### config.mk
export PLATFORM = sky130hd
export DESIGN_NAME = corr_slice
export DESIGN_NICKNAME = d
export VERILOG_FILES = /design/src/rtl/corr_slice_pkg.sv /design/src/rtl/corr_match_gate.sv /design/src/rtl/corr_prescaler.sv /design/src/rtl/corr_period_counter.sv /design/src/rtl/corr_slice.sv
export SDC_FILE = /design/constraint.sdc
export NUM_CORES = 1
export LEC_CHECK = 0
export BUFFER_PORTS_ARGS = -buffer_cell sky130_fd_sc_hd__buf_2
export CAP_MARGIN = 20
export CORE_MARGIN = 1
export CORE_UTILIZATION = 40
export DETAILED_ROUTE_END_ITERATION = 16
export HOLD_SLACK_MARGIN = 0.02
export SLEW_MARGIN = 20
export SYNTH_ARGS = -nofsm -noshare
export SYNTH_HDL_FRONTEND = slang
export SYNTH_SLANG_ARGS = --single-unit
### constraint.sdc
create_clock -name clk -period 2.8 [get_ports clk]
set_input_delay 0 -clock clk [delete_from_list [all_inputs] [get_ports clk]]
set_output_delay 0 -clock clk [all_outputs]
set_load 0.01 [all_outputs]
### src/rtl/corr_slice_pkg.sv
package corr_slice_pkg;

    // Ternary sample: magnitude 0 means zero, otherwise sign selects -1/+1.
    typedef struct packed {
        logic neg;
        logic mag;
    } tern_t;

endpackage

### src/rtl/corr_match_gate.sv
module corr_match_gate
    import corr_slice_pkg::*;
(
    input  tern_t smp_a,
    input  tern_t smp_b,
    input  logic  auto_mode,
    input  logic  neg_pol,
    output logic  match_o
);

    logic nonzero;
    logic signs_agree;

    always_comb begin
        // Autocorrelation squares A: nonzero when A is, sign always agrees.
        nonzero     = smp_a.mag & (auto_mode | smp_b.mag);
        signs_agree = auto_mode | (smp_a.neg == smp_b.neg);
        match_o     = nonzero & (neg_pol ? ~signs_agree : signs_agree);
    end

    // a square can never equal -1
    always_comb begin
        a_r4_auto_neg_silent: assert (!(auto_mode && neg_pol && match_o))
            else $error("negative autocorrelation produced a match");
    end

    // a zero magnitude in any used sample yields no match
    always_comb begin
        a_r1_zero_blocks: assert (!(match_o && !smp_a.mag))
            else $error("match with zero sample A");
    end

endmodule

### src/rtl/corr_prescaler.sv
module corr_prescaler #(
    parameter int PRE_W = 8
) (
    input  logic clk,
    input  logic rst,
    input  logic inc_i,
    output logic wrap_o
);

    localparam logic [PRE_W-1:0] PRE_TOP = {PRE_W{1'b1}};

    typedef struct packed {
        logic [PRE_W-1:0] pre;
    } pre_state_t;

    pre_state_t st_d, st_q;

    always_comb begin
        st_d   = st_q;
        wrap_o = inc_i && (st_q.pre == PRE_TOP);
        if (inc_i) begin
            st_d.pre = st_q.pre + 1'b1;
        end
        if (rst) begin
            st_d = '0;
        end
    end

    always_ff @(posedge clk) begin
        st_q <= st_d;
    end

    // one step per match
    a_r5_pre_step: assert property (@(posedge clk) disable iff (rst)
        inc_i |=> st_q.pre == $past(st_q.pre) + 1'b1);

    // no match, no movement
    a_r5_pre_idle: assert property (@(posedge clk) disable iff (rst)
        !inc_i |=> $stable(st_q.pre));

    // a wrap leaves the prescaler at zero
    a_r5_pre_wrap: assert property (@(posedge clk) disable iff (rst)
        wrap_o |=> st_q.pre == '0);

endmodule

### src/rtl/corr_period_counter.sv
module corr_period_counter #(
    parameter int CNT_W = 16
) (
    input  logic             clk,
    input  logic             rst,
    input  logic             step_i,
    input  logic             dump_i,
    output logic [CNT_W-1:0] hold_o
);

    typedef struct packed {
        logic [CNT_W-1:0] cnt;
        logic [CNT_W-1:0] hold;
    } per_state_t;

    per_state_t st_d, st_q;
    logic [CNT_W-1:0] cnt_next;

    always_comb begin
        st_d     = st_q;
        cnt_next = st_q.cnt + {{(CNT_W-1){1'b0}}, step_i};
        if (dump_i) begin
            st_d.hold = cnt_next;
            st_d.cnt  = '0;
        end else begin
            st_d.cnt  = cnt_next;
        end
        if (rst) begin
            st_d = '0;
        end
    end

    always_ff @(posedge clk) begin
        st_q <= st_d;
    end

    assign hold_o = st_q.hold;

    // a wrap outside a dump advances the counter
    a_r6_count_step: assert property (@(posedge clk) disable iff (rst)
        (step_i && !dump_i) |=> st_q.cnt == $past(st_q.cnt) + 1'b1);

    // a dump restarts the period
    a_r7_restart: assert property (@(posedge clk) disable iff (rst)
        dump_i |=> st_q.cnt == '0);

    // a same-clock wrap lands in the buffer
    a_r7_capture_wrap: assert property (@(posedge clk) disable iff (rst)
        (dump_i && step_i) |=> hold_o == $past(st_q.cnt) + 1'b1);

    // buffer steady between dumps
    a_r8_hold_stable: assert property (@(posedge clk) disable iff (rst)
        !dump_i |=> $stable(hold_o));

    // reset empties the buffer and counter
    a_r9_reset_clear: assert property (@(posedge clk)
        rst |=> (hold_o == '0) && (st_q.cnt == '0));

endmodule

### src/rtl/corr_slice.sv
module corr_slice
    import corr_slice_pkg::*;
#(
    parameter int PRE_W = 8,
    parameter int CNT_W = 16
) (
    input  logic             clk,
    input  logic             rst,
    input  logic             a_sign,
    input  logic             a_mag,
    input  logic             b_sign,
    input  logic             b_mag,
    input  logic             auto_mode,
    input  logic             neg_pol,
    input  logic             dump,
    output logic [CNT_W-1:0] hold_o
);

    tern_t smp_a, smp_b;
    logic  match;
    logic  wrap;

    assign smp_a = '{neg: a_sign, mag: a_mag};
    assign smp_b = '{neg: b_sign, mag: b_mag};

    corr_match_gate u_gate (
        .smp_a     (smp_a),
        .smp_b     (smp_b),
        .auto_mode (auto_mode),
        .neg_pol   (neg_pol),
        .match_o   (match)
    );

    corr_prescaler #(.PRE_W(PRE_W)) u_pre (
        .clk    (clk),
        .rst    (rst),
        .inc_i  (match),
        .wrap_o (wrap)
    );

    corr_period_counter #(.CNT_W(CNT_W)) u_per (
        .clk    (clk),
        .rst    (rst),
        .step_i (wrap),
        .dump_i (dump),
        .hold_o (hold_o)
    );

    // in autocorrelation mode sample B never creates a wrap alone
    a_r4_auto_needs_a: assert property (@(posedge clk) disable iff (rst)
        (auto_mode && !a_mag) |-> !wrap);

endmodule

==> results.cfg, run 1 <==
[yosys]
synthCells = 194
synthSimpleGateAreaFrac_pct = 20.9
syn-num-nets = 206
yosysWarnings = 0
synth_xor_area_share_pct = 8.62
synth_edf_count = 0
synth_seq_cells = 40
synth_top_family_by_area = simple AND/OR/NAND/NOR gates
synthAdderAreaFrac_pct = 2.17
synth.area.mux_share_pct = 2.97
ys_seq_area_share_pct = 46.4
synth-compound-area-share_pct = 8.99
synthArstFlopShare_pct = 0
synth_area_per_cell_sq_um = 8.90
syn_area_sq_um = 1730
synth.distinct_cells = 30
ys.flop_type = dfxtp_1

[drt]
viasPerCell = 4.79
drcViolationCount = 0
vias = 1206
wl_um = 2820
drt_iter0_markers = 47
routedWlPerCell_um = 11.2
ant_nets = 0
firstDrtPassIters = 4

[place]
portBuffers = 24
placed_area_sq_um = 1760
dp_hpwl_um = 1900
routabilityCongestion = 0.737

[worst_setup_path]
worst_r2r_startpoint = u_pre.st_q[0]
slowest_delay_ns = 0.38
cp_max_fo = 4
crit_top_cell = ha_1
start_kind = register
worst-path-buf-inv = 0
crit_chain = ha_1, nand2_1, nor4_2, and3_1, ha_1, ha_1, nand3_1, or2_1, nor3_2, xnor2_1, a211oi_1
cpLargestDelayFamily = simple AND/OR/NAND/NOR gates
crit_start = u_pre.st_q[0]
crit_slowest_cell = dfxtp_1
arrival_ns = 2.70
crit_type = register to register
required_ns = 3.01
critPathCaptureType = register

[pwr]
p_leak_nw = 0.704
ir_drop_uv = 382
p_clk_share_pct = 37.3
power_mw = 1.04
p_int_uw = 803
power_density_nw_per_um2 = 560
pwr-share-seq_pct = 56.5
power_frac_comb_pct = 6.2
switching_share_pct = 22.7
p_sw_uw = 236

[timing]
worst_pin_slew_ns = 0.532
period_share_pct = 89.2
skew_ns = 0.00811
setup-violations-final = 0
slew_headroom_pct = 64.5
whs_ns = 0.150
tns_ns = 0
slew_violations = 0
grt_setup_unrepaired = false
fmax_mhz = 400
hold_violations = 0
period_minus_slack_ns = 2.50

[finish]
layout-drive-gt1-share_pct = 19.3
finish.utilization_pct = 45.4
final_nets = 213
post-route-cell-area_sq_um = 1850
num_antenna_cells = 0
syn2layout_area_growth_pct = 7.39

[die]
fp.dieW_um = 67.7
core_sq_um = 4090
die_h_um = 67.7
dieArea_sq_um = 4580
row_count = 23
start_util_pct = 42.3
pin_count = 25

[clock_tree]
clk_pin_slew_ns = 0.08
cts_tree = yes
cts_sinks = 40
clk_latency_ns = 0.29
clockBufferDepth = 2
cts_root_buf = clkbuf_8
htreeDepth = 2
cts_made_buffers = 5

[global_route]
grt_max_degree = 32
antenna_found_initial = 0
grt-ovfl-total = 0
grt_use_total_pct = 14.0
first_global_vias = 1039
grt_pass1_wl_um = 4670

[hold_path]
min_path_type = input pin to register
min_from = rst

[run]
cap_violations = 0

[run_status]
outcome = finished, final reports clean
==> cells by family (layout without fill, tap and decap cells) <==
kind of cell / count (synthesis) / count (layout)
AO/OA/AOI/OAI: 23 / 23
XOR/XNOR: 17 / 17
adder cells (fa/ha/maj): 3 / 3
buffers and inverters: 28 / 36
flip-flops: 40 / 40
multiplexers: 5 / 5
AND/OR/NAND/NOR: 78 / 78
==> power by group through the flow <==
| stage | combinational (mW) | sequential [mW] | clock, mW |
|---|---|---|---|
| 2_1_floorplan | 0.0573 | 0.599 | 0 |
| 3_3_place_gp | 0.0645 | 0.600 | 0 |
| 3_5_place_dp | 0.0647 | 0.600 | 0 |
| 4_1_cts | 0.0651 | 0.587 | 0.398 |
| 5_1_grt | 0.0732 | 0.588 | 0.427 |
| 6_report | 0.0643 | 0.587 | 0.388 |
==> path summary, 6_finish.rpt <==
kind	slack, ns	cells after the start	endpoint
worst min-delay path	0.15	2	u_pre.st_q[2]
worst max register to register	0.30	11	u_per.hold_o[14]
worst max-delay path	0.30	11	u_per.hold_o[14]
worst min register to register	0.48	2	u_per.hold_o[4]
==> layout by cell type (no fill, tap or decap) <==
master and count:
buf_2 24, nand3_1 9, or4_1 2, inv_1 3
a211oi_1 14, xor2_1 9, nor2_1 44, o21ai_0 3
mux2_2 1, nor3_2 1, mux2i_1 4, a21oi_1 4
nor4_2 1, or2_1 1, nand2_1 7, or3_2 2
nand3b_1 1, ha_1 3, o31ai_1 2, buf_4 1
xnor2_1 8, clkinv_2 2, nor3_1 1, nand4_1 4
nor2b_1 1, or2_2 1, nand4b_1 1, and3_1 2
dfxtp_1 40, clkbuf_8 6
==> through the flow <==
stage / worst slack [ns] / instances
final: 0.303 / 252
after global routing: 0.0366 / 252
after CTS: 0.225 / 252
after detailed placement: 0.230 / 244
after global placement: 0.313 / 244
after floorplan: 0.432 / 194
==> state kept, by name (all words and copies together), names as in the netlist <==
signal	cells
u_pre.st_q	8
u_per.hold_o	16
u_per.st_q	16
==> routing by layer <==
layer / part of all wire, % / vias up / global-route usage (%)
met5: 0 / - / 0
met4: 0.57 / 0 / 3.99
met3: 5.0 / 2 / 6.93
met2: 38 / 30 / 19.3
met1: 56 / 522 / 19.0
li1: - / 652 / -
==> synthesized netlist by cell type, drive strengths merged (2+ instances only) <==
master	number	area share, %
nor3	2	0.87
and3	2	0.72
xnor2	8	4.1
a211oi	14	6.1
buf	18	7.8
clkbuf	7	1.5
mux2i	4	2.3
nand2	7	1.5
ha	3	2.2
dfxtp	40	46
inv	3	0.65
nor2	44	9.6
o31ai	2	0.87
o21ai	3	0.87
or3	2	0.87
nand4	4	1.4
xor2	9	4.6
or2	2	0.73
nand3	9	2.6
or4	2	0.87
a21oi	4	1.2
==> final cells by class <==
class | count | area, sq um
Clock buffer | 6 | 82.6
Clock inverter | 2 | 10.0
Multi-Input combinational cell | 126 | 759
Timing Repair Buffer | 25 | 128
Tap cell | 50 | 62.6
Sequential cell | 40 | 801
Inverter | 3 | 11.3
Fill cell | 409 | 2230
==> what timing repair did <==
action                                  CTS  global route
gates resized for setup                   0             1
endpoints found under the setup margin    0             2
setup buffers                             0             0
hold buffers                              0             0
Note: power is estimated with default switching activity, not from simulation.
==> run 2: changes to the inputs <==
- BUFFER_PORTS_ARGS: -buffer_cell sky130_fd_sc_hd__buf_2 -> -buffer_cell sky130_fd_sc_hd__clkbuf_2
- CORE_UTILIZATION: 40 -> 55
- PLACE_DENSITY: unset -> 0.77
- clock period: 2.8 -> 2.49 ns (I/O delays scaled with it)
==> run 2 against run 1 <==
Highest routed layer unchanged. Register-to-register slack worse by 0.18 ns. Count of clock-buffer cells in the layout increased by 2. Global-route usage rose by 5.9 points. Critical endpoint unchanged. Largest power group unchanged.
==> results.cfg, run 2 (synthesis gave the netlist of run 1 again) <==
[global_route]
grt_pass1_wl_um = 5020
antenna_found_initial = 0
grt_max_degree = 32
grt_use_total_pct = 19.9
grt-ovfl-total = 0
first_global_vias = 1222

[run_status]
outcome = finished, final reports clean

[worst_setup_path]
crit_top_cell = ha_2
cp_num_cells = 11
cp_max_fo = 4
arrival_ns = 2.61
crit_type = register to register
slowest_delay_ns = 0.37
rr_worst_depth = 11
endpoint = u_per.hold_o[14]
worst_r2r_startpoint = u_pre.st_q[0]
crit_slowest_cell = dfxtp_2
worst-path-buf-inv = 0
critPathCaptureType = register
r2r_slack_ns = 0.12
crit_start = u_pre.st_q[0]
required_ns = 2.74
r2r-end = u_per.hold_o[14]
cpLargestDelayFamily = simple AND/OR/NAND/NOR gates
crit_chain = ha_4, nand2_1, nor4_4, and3_1, ha_2, ha_2, nand3_1, or2_4, nor3_4, xnor2_2, a211oi_1
start_kind = register

[timing]
period_share_pct = 95.0
slew_violations = 0
period_minus_slack_ns = 2.37
worst_pin_slew_ns = 0.613
fmax_mhz = 423
setup-violations-final = 0
slew_headroom_pct = 59.1
whs_ns = 0.182
skew_ns = 0.00676
hold_violations = 0

[place]
dp.cells = 228
routabilityCongestion = 0.844
portBuffers = 24
placed_area_sq_um = 1750
dp_hpwl_um = 2130

[finish]
post-route-cell-area_sq_um = 1890
layout-drive-gt1-share_pct = 25.0
finish.utilization_pct = 66.4
finalNonFillerCells = 239
mostFrequentLayoutCells = 43 x nor2_1, 38 x dfxtp_1, 24 x clkbuf_2
n_fill_cell = 246
num_antenna_cells = 0
syn2layout_area_growth_pct = 9.71
final_nets = 219
layout_commonest_cell = nor2_1

[pwr]
switching_share_pct = 22.9
power_density_nw_per_um2 = 565
p_sw_uw = 245
p_int_uw = 825
power_mw = 1.07
power_frac_comb_pct = 7.3
p_leak_nw = 0.734
ir_drop_uv = 368
pwr-share-seq_pct = 61.8
p_clk_share_pct = 30.9

[clock_tree]
clockBufferDepth = 2
clk_pin_slew_ns = 0.11
cts_made_buffers = 5
clk_latency_ns = 0.33
cts_root_buf = clkbuf_4
htreeDepth = 2
cts_sinks = 40
cts_tree = yes
hold_buffers = 0

[drt]
vias = 1306
drt_iter0_markers = 38
drcViolationCount = 0
routedWlPerCell_um = 12.9
ant_nets = 0
viasPerCell = 5.46
firstDrtPassIters = 4
wl_um = 3080

[hold_path]
min_path_type = input pin to register

[run]
cap_violations = 0

[die]
dieArea_sq_um = 3370
pin_count = 25
fp.dieW_um = 58.0
core_sq_um = 2850
start_util_pct = 60.5
row_count = 19
die_h_um = 58.0
run 2: cell count changes in the layout (fill, tap and decap cells not counted), moves of 3 or more:
cell,change
buf_2,-24
clkbuf_8,-5
clkbuf_2,+24
buf_4,+6
ha_1,-3
clkbuf_4,+5
run 2: worst reg2reg max path: stages, from the launching register on:
cell      delay, ns
dfxtp_2        0.37
ha_4           0.14
nand2_1        0.08
nor4_4         0.30
and3_1         0.19
ha_2           0.19
ha_2           0.18
nand3_1        0.07
or2_4          0.27
nor3_4         0.15
xnor2_2        0.11
a211oi_1       0.22
run 2: how the worst min path moves through the flow:
| stage | endpoint | start | slack [ns] | depth (start not counted) |
|---|---|---|---|---|
| after floorplan | u_per.hold_o[2] | rst | 0.31 | 2 |
| after global placement | hold_o[9] | u_per.hold_o[9] | 0.40 | 1 |
| after detailed placement | hold_o[5] | u_per.hold_o[5] | 0.40 | 1 |
| after CTS | u_pre.st_q[2] | neg_pol | 0.15 | 5 |
| after global routing | u_pre.st_q[2] | neg_pol | 0.22 | 5 |
| final | u_pre.st_q[2] | neg_pol | 0.18 | 5 |
run 2: per-stage QoR:
step | worst slack [ns] | setup TNS (ns)
after floorplan | 0.122 | 0
after global placement | 0.125 | 0
after detailed placement | -0.0230 | -0.0230
after CTS | 0.00582 | 0
after global routing | -0.000474 | -0.000474
final | 0.125 | 0
run 2: power groups by stage:
stage / sequential [mW] / clock, mW / combinational, mW
3_5_place_dp: 0.675 / 0 / 0.0723
5_1_grt: 0.664 / 0.368 / 0.0870
2_1_floorplan: 0.674 / 0 / 0.0644
4_1_cts: 0.661 / 0.341 / 0.0727
3_3_place_gp: 0.675 / 0 / 0.0700
6_report: 0.662 / 0.331 / 0.0777
run 2: timing repair:
item                                   4_1_cts  5_1_grt
setup endpoints to repair                    1       10
endpoints found under the hold margin        0        0
pin swaps                                    0        6
setup buffers                                0        3
resized for setup                            1       12
run 2: area by class of cell:
type,instances,area (sq um),area share [%]
inverter,3,11.3,0.594
multi-input combinational,126,810,42.7
tap,31,38.8,2.05
clock buffer,8,58.8,3.10
sequential,40,803,42.4
timing repair buffer,31,173,9.11
run 2: metal layers:
metal	vias up	GRT usage, %	part of all wire, %	wire length [um]
met5	-	0	0	0
met4	0	9.18	1.8	55
met3	7	6.92	4.6	143
met2	30	32.8	47	1440
met1	601	23.2	47	1440
li1	668	-	-	-
